## src/rtl/seqdiv_pkg.sv

```systemverilog
package seqdiv_pkg;

  // Strobes from the sequencer to the datapath
  typedef struct packed {
    logic load;    // capture operands and magnitudes
    logic step;    // one radix-2 iteration
    logic finish;  // range check, sign restore, register outputs
  } divStrobe_t;

  typedef enum logic [1:0] {
    ST_IDLE = 2'd0,
    ST_RUN  = 2'd1,
    ST_FIN  = 2'd2
  } divState_t;

endpackage

```

## src/rtl/seqdiv_ctrl.sv

```systemverilog
module seqdiv_ctrl
  import seqdiv_pkg::*;
#(
  parameter int DATA_W = 64
) (
  input  logic       clk,
  input  logic       rst,
  input  logic       start,
  input  logic [1:0] sizeSel,
  input  logic       earlyFault,
  input  logic       zeroDiv,
  output divStrobe_t strb,
  output logic       done
);

  localparam int WID_W = $clog2(DATA_W) + 1;
  localparam int CNT_W = $clog2(DATA_W);

  divState_t        state;
  logic [CNT_W-1:0] cnt;
  logic [WID_W-1:0] wIn;

  always_comb begin
    wIn         = WID_W'(DATA_W >> (2'd3 - sizeSel));
    strb.load   = (state == ST_IDLE) && start;
    strb.step   = (state == ST_RUN);
    strb.finish = (state == ST_FIN);
  end

  always_ff @(posedge clk) begin
    if (rst) begin
      state <= ST_IDLE;
      cnt   <= '0;
      done  <= 1'b0;
    end else begin
      done <= (state == ST_FIN);
      case (state)
        ST_IDLE: begin
          if (start) begin
            state <= earlyFault ? ST_FIN : ST_RUN;
            cnt   <= CNT_W'(wIn - 1'b1);
          end
        end
        ST_RUN: begin
          if (cnt == '0) state <= ST_FIN;
          else           cnt   <= cnt - 1'b1;
        end
        default: state <= ST_IDLE;
      endcase
    end
  end


  done_pulse_chk: assert property (@(posedge clk) disable iff (rst)
    done |=> !done);


  busy_ignore_chk: assert property (@(posedge clk) disable iff (rst)
    (state == ST_RUN && cnt != '0) |=> (state == ST_RUN && cnt == $past(cnt) - 1'b1));


  zero_div_chk: assert property (@(posedge clk) disable iff (rst)
    (strb.load && zeroDiv) |=> (state == ST_FIN));

endmodule

```

## src/rtl/seqdiv_datapath.sv

```systemverilog
module seqdiv_datapath
  import seqdiv_pkg::*;
#(
  parameter int DATA_W = 64
) (
  input  logic              clk,
  input  logic              rst,
  input  divStrobe_t        strb,
  input  logic [1:0]        sizeSel,
  input  logic              isSigned,
  input  logic [DATA_W-1:0] dvdHi,
  input  logic [DATA_W-1:0] dvdLo,
  input  logic [DATA_W-1:0] divisor,
  output logic              earlyFault,
  output logic              zeroDiv,
  output logic [DATA_W-1:0] quotient,
  output logic [DATA_W-1:0] remainder,
  output logic              fault,
  output logic [15:0]       packedByte
);

  localparam int DW2   = 2 * DATA_W;
  localparam int WID_W = $clog2(DATA_W) + 1;

  function automatic logic topBit(input logic [DATA_W-1:0] v, input logic [WID_W-1:0] w);
    logic [DATA_W-1:0] s;
    s = v >> (w - 1'b1);
    return s[0];
  endfunction

  // operand preparation (combinational, used on load)
  logic [WID_W-1:0]  wIn;
  logic [DATA_W-1:0] mIn, hiM, loM, dvM, magHi, magLo, magDiv;
  logic [DW2-1:0]    m2In, dvdRaw, dvdMag;
  logic              sa, sb;

  always_comb begin
    wIn        = WID_W'(DATA_W >> (2'd3 - sizeSel));
    mIn        = {DATA_W{1'b1}} >> (DATA_W - int'(wIn));
    m2In       = {DW2{1'b1}} >> (DW2 - 2 * int'(wIn));
    hiM        = dvdHi & mIn;
    loM        = dvdLo & mIn;
    dvM        = divisor & mIn;
    sa         = isSigned && topBit(hiM, wIn);
    sb         = isSigned && topBit(dvM, wIn);
    dvdRaw     = ({{DATA_W{1'b0}}, hiM} << wIn) | {{DATA_W{1'b0}}, loM};
    dvdMag     = sa ? ((~dvdRaw + 1'b1) & m2In) : dvdRaw;
    magHi      = DATA_W'(dvdMag >> wIn);
    magLo      = dvdMag[DATA_W-1:0] & mIn;
    magDiv     = sb ? ((~dvM + 1'b1) & mIn) : dvM;
    zeroDiv    = (dvM == '0);
    earlyFault = zeroDiv || (magHi >= magDiv);
  end

  // iteration state
  logic [DATA_W-1:0] remReg, loReg, divReg, mReg;
  logic [WID_W-1:0]  wReg;
  logic              sgnReg, negDvd, negDiv, earlyReg;

  logic              topLo, outBit, take;
  logic [DATA_W:0]   shifted, shiftedHi;
  logic [DATA_W-1:0] remN, remNext, loNext;

  always_comb begin
    topLo     = topBit(loReg, wReg);
    shifted   = {remReg, topLo};
    shiftedHi = shifted >> wReg;
    outBit    = shiftedHi[0];
    remN      = shifted[DATA_W-1:0] & mReg;
    take      = outBit || (remN >= divReg);
    remNext   = take ? ((remN - divReg) & mReg) : remN;
    loNext    = {loReg[DATA_W-2:0], take} & mReg;
  end

  // post-processing
  logic [DATA_W-1:0] halfVal, negQ, negR, qFin, rFin;
  logic              rangeBad, fFin;

  always_comb begin
    halfVal  = {{(DATA_W-1){1'b0}}, 1'b1} << (wReg - 1'b1);
    negQ     = (~loReg + 1'b1) & mReg;
    negR     = (~remReg + 1'b1) & mReg;
    rangeBad = 1'b0;
    qFin     = loReg;
    rFin     = remReg;
    if (sgnReg) begin
      if (negDvd ^ negDiv) begin
        rangeBad = (loReg > halfVal);
        qFin     = negQ;
      end else begin
        rangeBad = (loReg >= halfVal);
      end
      if (negDvd) rFin = negR;
    end
    fFin = earlyReg || rangeBad;
    if (fFin) begin
      qFin = '0;
      rFin = '0;
    end
  end

  always_ff @(posedge clk) begin
    if (rst) begin
      remReg     <= '0;
      loReg      <= '0;
      divReg     <= '0;
      mReg       <= '0;
      wReg       <= '0;
      sgnReg     <= 1'b0;
      negDvd     <= 1'b0;
      negDiv     <= 1'b0;
      earlyReg   <= 1'b0;
      quotient   <= '0;
      remainder  <= '0;
      fault      <= 1'b0;
      packedByte <= '0;
    end else begin
      if (strb.load) begin
        remReg   <= magHi;
        loReg    <= magLo;
        divReg   <= magDiv;
        mReg     <= mIn;
        wReg     <= wIn;
        sgnReg   <= isSigned;
        negDvd   <= sa;
        negDiv   <= sb;
        earlyReg <= earlyFault;
      end
      if (strb.step) begin
        remReg <= remNext;
        loReg  <= loNext;
      end
      if (strb.finish) begin
        quotient   <= qFin;
        remainder  <= rFin;
        fault      <= fFin;
        packedByte <= {rFin[7:0], qFin[7:0]};
      end
    end
  end


  hold_chk: assert property (@(posedge clk) disable iff (rst)
    !strb.finish |=> ($stable(quotient) && $stable(remainder) && $stable(fault)));


  partial_rem_chk: assert property (@(posedge clk) disable iff (rst)
    strb.step |=> (remReg < divReg));


  early_fault_chk: assert property (@(posedge clk) disable iff (rst)
    (strb.load && earlyFault) |=> ##1 (fault && quotient == '0));

endmodule

```

## src/rtl/seq_divider.sv

```systemverilog
module seq_divider
  import seqdiv_pkg::*;
#(
  parameter int DATA_W = 64
) (
  input  logic              clk,
  input  logic              rst,
  input  logic              start,
  input  logic [1:0]        sizeSel,
  input  logic              isSigned,
  input  logic [DATA_W-1:0] dvdHi,
  input  logic [DATA_W-1:0] dvdLo,
  input  logic [DATA_W-1:0] divisor,
  output logic              done,
  output logic [DATA_W-1:0] quotient,
  output logic [DATA_W-1:0] remainder,
  output logic              fault,
  output logic [15:0]       packedByte
);

  divStrobe_t strb;
  logic       earlyFault;
  logic       zeroDiv;

  seqdiv_ctrl #(.DATA_W(DATA_W)) u_ctrl (
    .clk       (clk),
    .rst       (rst),
    .start     (start),
    .sizeSel   (sizeSel),
    .earlyFault(earlyFault),
    .zeroDiv   (zeroDiv),
    .strb      (strb),
    .done      (done)
  );

  seqdiv_datapath #(.DATA_W(DATA_W)) u_dp (
    .clk       (clk),
    .rst       (rst),
    .strb      (strb),
    .sizeSel   (sizeSel),
    .isSigned  (isSigned),
    .dvdHi     (dvdHi),
    .dvdLo     (dvdLo),
    .divisor   (divisor),
    .earlyFault(earlyFault),
    .zeroDiv   (zeroDiv),
    .quotient  (quotient),
    .remainder (remainder),
    .fault     (fault),
    .packedByte(packedByte)
  );

endmodule

```

## config.mk

```make
export PLATFORM = sky130hd
export DESIGN_NAME = seq_divider
export DESIGN_NICKNAME = d
export VERILOG_FILES = /design/src/rtl/seqdiv_pkg.sv /design/src/rtl/seqdiv_ctrl.sv /design/src/rtl/seqdiv_datapath.sv /design/src/rtl/seq_divider.sv
export SDC_FILE = /design/constraint.sdc
export NUM_CORES = 2
export LEC_CHECK = 0
export CAP_MARGIN = 20
export CORE_MARGIN = 3
export CORE_UTILIZATION = 56
export DETAILED_ROUTE_END_ITERATION = 10
export DONT_BUFFER_PORTS = 1
export PLACE_DENSITY = 0.71
export SYNTH_ARGS = -nofsm -noshare
export SYNTH_HDL_FRONTEND = slang
export SYNTH_SLANG_ARGS = --single-unit
export TNS_END_PERCENT = 30
```

## constraint.sdc

```tcl
create_clock -name clk -period 13.04 [get_ports clk]
set_input_delay 2.608 -clock clk [delete_from_list [all_inputs] [get_ports clk]]
set_output_delay 2.608 -clock clk [all_outputs]
set_load 0.03 [all_outputs]
```

==> reports/summary.json <==
{
  "outcome": {
    "result_of_the_run": "completed"
  },
  "synth": {
    "number_of_flops_mapped_to_enable_cells_by_yosys": 0,
    "synthSimpleGateAreaFrac_pct": 25.3,
    "postSynth.asyncResetShare_pct": 0,
    "synth.area.mux_share_pct": 3.19,
    "synth.ff_latch_count": 342,
    "main_combinational_cell_family_by_area_after_synthesis": "compound AO/OA/AOI/OAI gates",
    "mappedNetlistNets": 4585,
    "post_synth_instance_area_um2": 30900,
    "synth.largest_area_cell": "dfxtp_1",
    "post_synth_num_cell_types": 105,
    "ys_dominant_reg_cell": "dfxtp_1",
    "yosys.cell_count.top_type": "nor2_1",
    "seq_area_frac_synth_pct": 22.2,
    "synth-adder-area-share_pct": 6.02,
    "synthesis.yosys.warnings": 0,
    "netlist_instances": 4239,
    "share_of_yosys_cell_area_claimed_by_the_top_area_cell_type_pct": 22.2,
    "compound_cell_area_share_of_the_yosys_netlist_pct": 27.5,
    "synthesized_area_per_cell_um2": 7.29,
    "synth_xor_area_share_pct": 9.41,
    "synth_top_cells_by_count": "nor2_1, nand2_1, dfxtp_1",
    "synth_area_leaders": "dfxtp_1, nor2_1, ha_1"
  },
  "critical_path": {
    "regToRegSetupSlack_ps": 6570,
    "setup.worst_path.end_class": "flop",
    "critical-path-top-delay-family": "simple AND/OR/NAND/NOR gates",
    "critical_path.n_buffers_inverters": 3,
    "reg2reg_depth": 21,
    "worstSetupPathType": "in -> reg",
    "required_time_of_the_critical_path_ps": 13480,
    "cp_max_stage_cell": "nor3_1",
    "worst_r2r_startpoint": "u_dp.wReg[3]$_SDFFE_PP0P_",
    "crit_path_dat_ps": 8510,
    "crit_top_cell": "a21o_1",
    "critical_path.cell_chain": "inv_1, o311ai_0, nand4_1, inv_1, nand4_1, nor3_1, a21oi_1, xnor2_1, nand2b_1, inv_1, ha_1, a21o_1, a21o_1, a21o_1, a21o_1, a21oi_1, nor2_1, a2111oi_0, a31o_2, or4b_2, and2_1",
    "timing.critical_path.slowest_cell_delay_ps": 760,
    "timing.critical_path.from_type": "primary input",
    "timing.rr.end": "u_dp.remReg[41]$_SDFFE_PP0P_",
    "crit_path_max_fanout": 135
  },
  "clock_network": {
    "cts.sink_count": 342,
    "ctsRootBufferMaster": "clkbuf_16",
    "worst_setup_hold_path_clk_slew_ps": 60,
    "cts-buffers-inserted": 37,
    "clock_tree_from_tritoncts": "yes",
    "clock_insertion_delay_worst_skew_ps": 560,
    "postCtsSetupRepairBufs": 0,
    "ctsHtreeMaxLevel": 2,
    "clockBufferDepth": 3,
    "cts.hold.buffers_added": 0,
    "cts.repair.resized": 0
  },
  "finish": {
    "flow.area_growth_from_synthesis_pct": 3.00,
    "fin_nets": 4337,
    "final_area_um2": 31800,
    "final_core_util_pct": 58.7,
    "layout-drive-gt1-share_pct": 7.62
  },
  "global_route": {
    "grt_antenna_before_repair": 4,
    "grt_start_max_net_pins": 217,
    "grt_use_total_pct": 39.8,
    "global_route_wire_length_before_repair_mm": 179,
    "grt_pass1_vias": 28261,
    "global_route.overflow_total": 0
  },
  "detailed_routing": {
    "final_ant_viol_nets": 0,
    "drtIter0Drc": 4703,
    "total_vias_in_the_final_route": 32389,
    "drt_wl_total_mm": 121,
    "routed_wire_length_per_instance_um": 25.6,
    "route.detailed.drc": 0,
    "drt-pass1-iter-count": 6,
    "avgViaCountPerCell": 6.87
  },
  "timing": {
    "finalCritPeriodShare_pct": 61.9,
    "final.setup.tns_ps": 0,
    "setup_viol": 0,
    "tightestPinTransition_ps": 1130,
    "clock_skew_ps": 32.7,
    "finalWorstSetupSlack_ps": 4970,
    "slew_viol_final": 0,
    "final.min_clock_period_ps": 8070,
    "final_hold_viol_count": 0,
    "max_clock_freq_ghz": 0.124,
    "worst_case_headroom_to_the_max_slew_limit_pct": 24.1,
    "rsz0062_at_grt": "false",
    "hold_slack_ps": 458
  },
  "placed_design": {
    "detailedPlacementHpwl_mm": 93.3,
    "finalWeightedCongestion": 1.09,
    "detailed_place.area_um2": 30600,
    "detailedPlace.worstSlack_ps": 4720,
    "port_buffers": 0
  },
  "floorplanning": {
    "start_util_pct": 57.0,
    "fp.dieArea_um2": 58000,
    "die_height_um": 241,
    "core_um2": 54200,
    "die_x_um": 241,
    "num_rows": 85,
    "io_pins": 344
  },
  "flow_run": {
    "max-cap-violations": 0
  },
  "power_and_ir_drop": {
    "static_power_due_to_leakage_nw": 12.2,
    "power.density_nw_per_um2": 156,
    "irDropWorstVdd_uv": 94.6
  },
  "hold_path": {
    "hold_depth": 2,
    "hold_path.class": "reg -> reg",
    "min_to": "u_dp.divReg[26]$_SDFFE_PP0P_",
    "hold_path.startpoint": "u_dp.divReg[26]$_SDFFE_PP0P_"
  }
}
-- per-stage QoR --
stage / std cells / power (mW)
2_1_floorplan: 4239 / 3.21
3_3_place_gp: 4647 / 3.82
3_5_place_dp: 4647 / 3.83
4_1_cts: 4712 / 4.88
5_1_grt: 4713 / 5.24
6_report: 4714 / 4.98
-- cells in the final DEF, fill, tap and decap left out, types with 27 or more instances in the layout --
cell type  instances
a21oi_1          298
clkbuf_16         38
inv_1            132
xnor2_1          197
o21ai_0          266
or3_1             62
mux2i_1           41
o21bai_1          27
nand2_1          399
nor2_1           493
o21ai_2           72
buf_4             36
a22oi_1           28
mux2_2            47
nor3_1           193
nand4_1           48
nand3_1           49
o31ai_1           43
nor4_1            48
ha_1             147
a221oi_1          69
and2_1            91
a21o_1            82
dfxtp_1          342
nand2b_1          53
and3_1            29
a211oi_1          65
a31oi_1           62
xor2_1           135
-- area by class of cell --
class / instances / area, um^2
fillers: 5252 / 22400
multi-input cells: 3440 / 22100
flip-flops and latches: 342 / 6850
clock buffers: 53 / 1060
well taps: 696 / 871
inverters: 133 / 499
repair buffers: 37 / 285
clock inverters: 12 / 135
diodes: 1 / 2.50
-- layer usage --
metal	share of wire [%]	up-vias	global-route usage, %
met3	15	252	13.1
met1	43	15169	59.6
met2	38	2147	53.3
li1	-	14815	-
met4	3.5	6	11.9
met5	0.054	-	0
-- cell families (layout without fill, tap and decap cells) --
family,Yosys count,after routing
xor+xnor,332,332
mux,90,90
compound gates,1263,1263
fa+ha+maj,148,148
other cells,0,1
simple gates,1607,1607
buf+inv,457,235
flops,342,342
-- sequential cells by signal, indices dropped and copies added (netlist names) --
signal / count
u_dp.divReg: 64
u_dp.loReg: 64
u_dp.remReg: 64
u_dp.remainder: 57
u_dp.quotient: 56
u_dp.packedByte: 15
u_ctrl.cnt: 6
u_dp.mReg: 4
u_dp.wReg: 4
u_ctrl.state: 2
u_ctrl.done: 1
u_dp.earlyReg: 1
u_dp.fault: 1
u_dp.negDiv: 1
u_dp.negDvd: 1
u_dp.sgnReg: 1
-- worst max path at each step --
stage                     startpoint                          to  slack, ps  cells past startpoint
after global routing        dvdHi[1]  u_dp.earlyReg$_SDFFE_PP0P_       4810                     21
after CTS                   dvdHi[1]  u_dp.earlyReg$_SDFFE_PP0P_       5280                     21
final                     sizeSel[0]  u_dp.earlyReg$_SDFFE_PP0P_       4970                     21
after global placement    sizeSel[1]  u_dp.earlyReg$_SDFFE_PP0P_       4840                     22
after floorplan           sizeSel[0]  u_dp.earlyReg$_SDFFE_PP0P_       5630                     22
after detailed placement    dvdHi[1]  u_dp.earlyReg$_SDFFE_PP0P_       4720                     19
-- where the power goes --
group	total [mW]	switching [mW]	internal [mW]
Clock	1.05	0.447	0.607
Sequential	1.51	0.325	1.19
Combinational	2.41	1.52	0.895
-- worst register-to-register path: stages, from the launching register on --
cell and delay [ps]:
dfxtp_1 660, inv_1 200, ha_1 430, mux2_2 360
a21oi_1 140, o21ai_0 170, nand2_1 120, ha_1 160
inv_1 60, fa_1 430, a211oi_1 220, o21ai_0 170
a31oi_1 310, nand2_1 230, a2111oi_0 410, nor2_1 220
o21ai_4 170, buf_4 370, buf_4 570, and2_1 500
a221oi_1 240, a211oi_1 250
No activity file was read; power rests on OpenSTA's default activity.
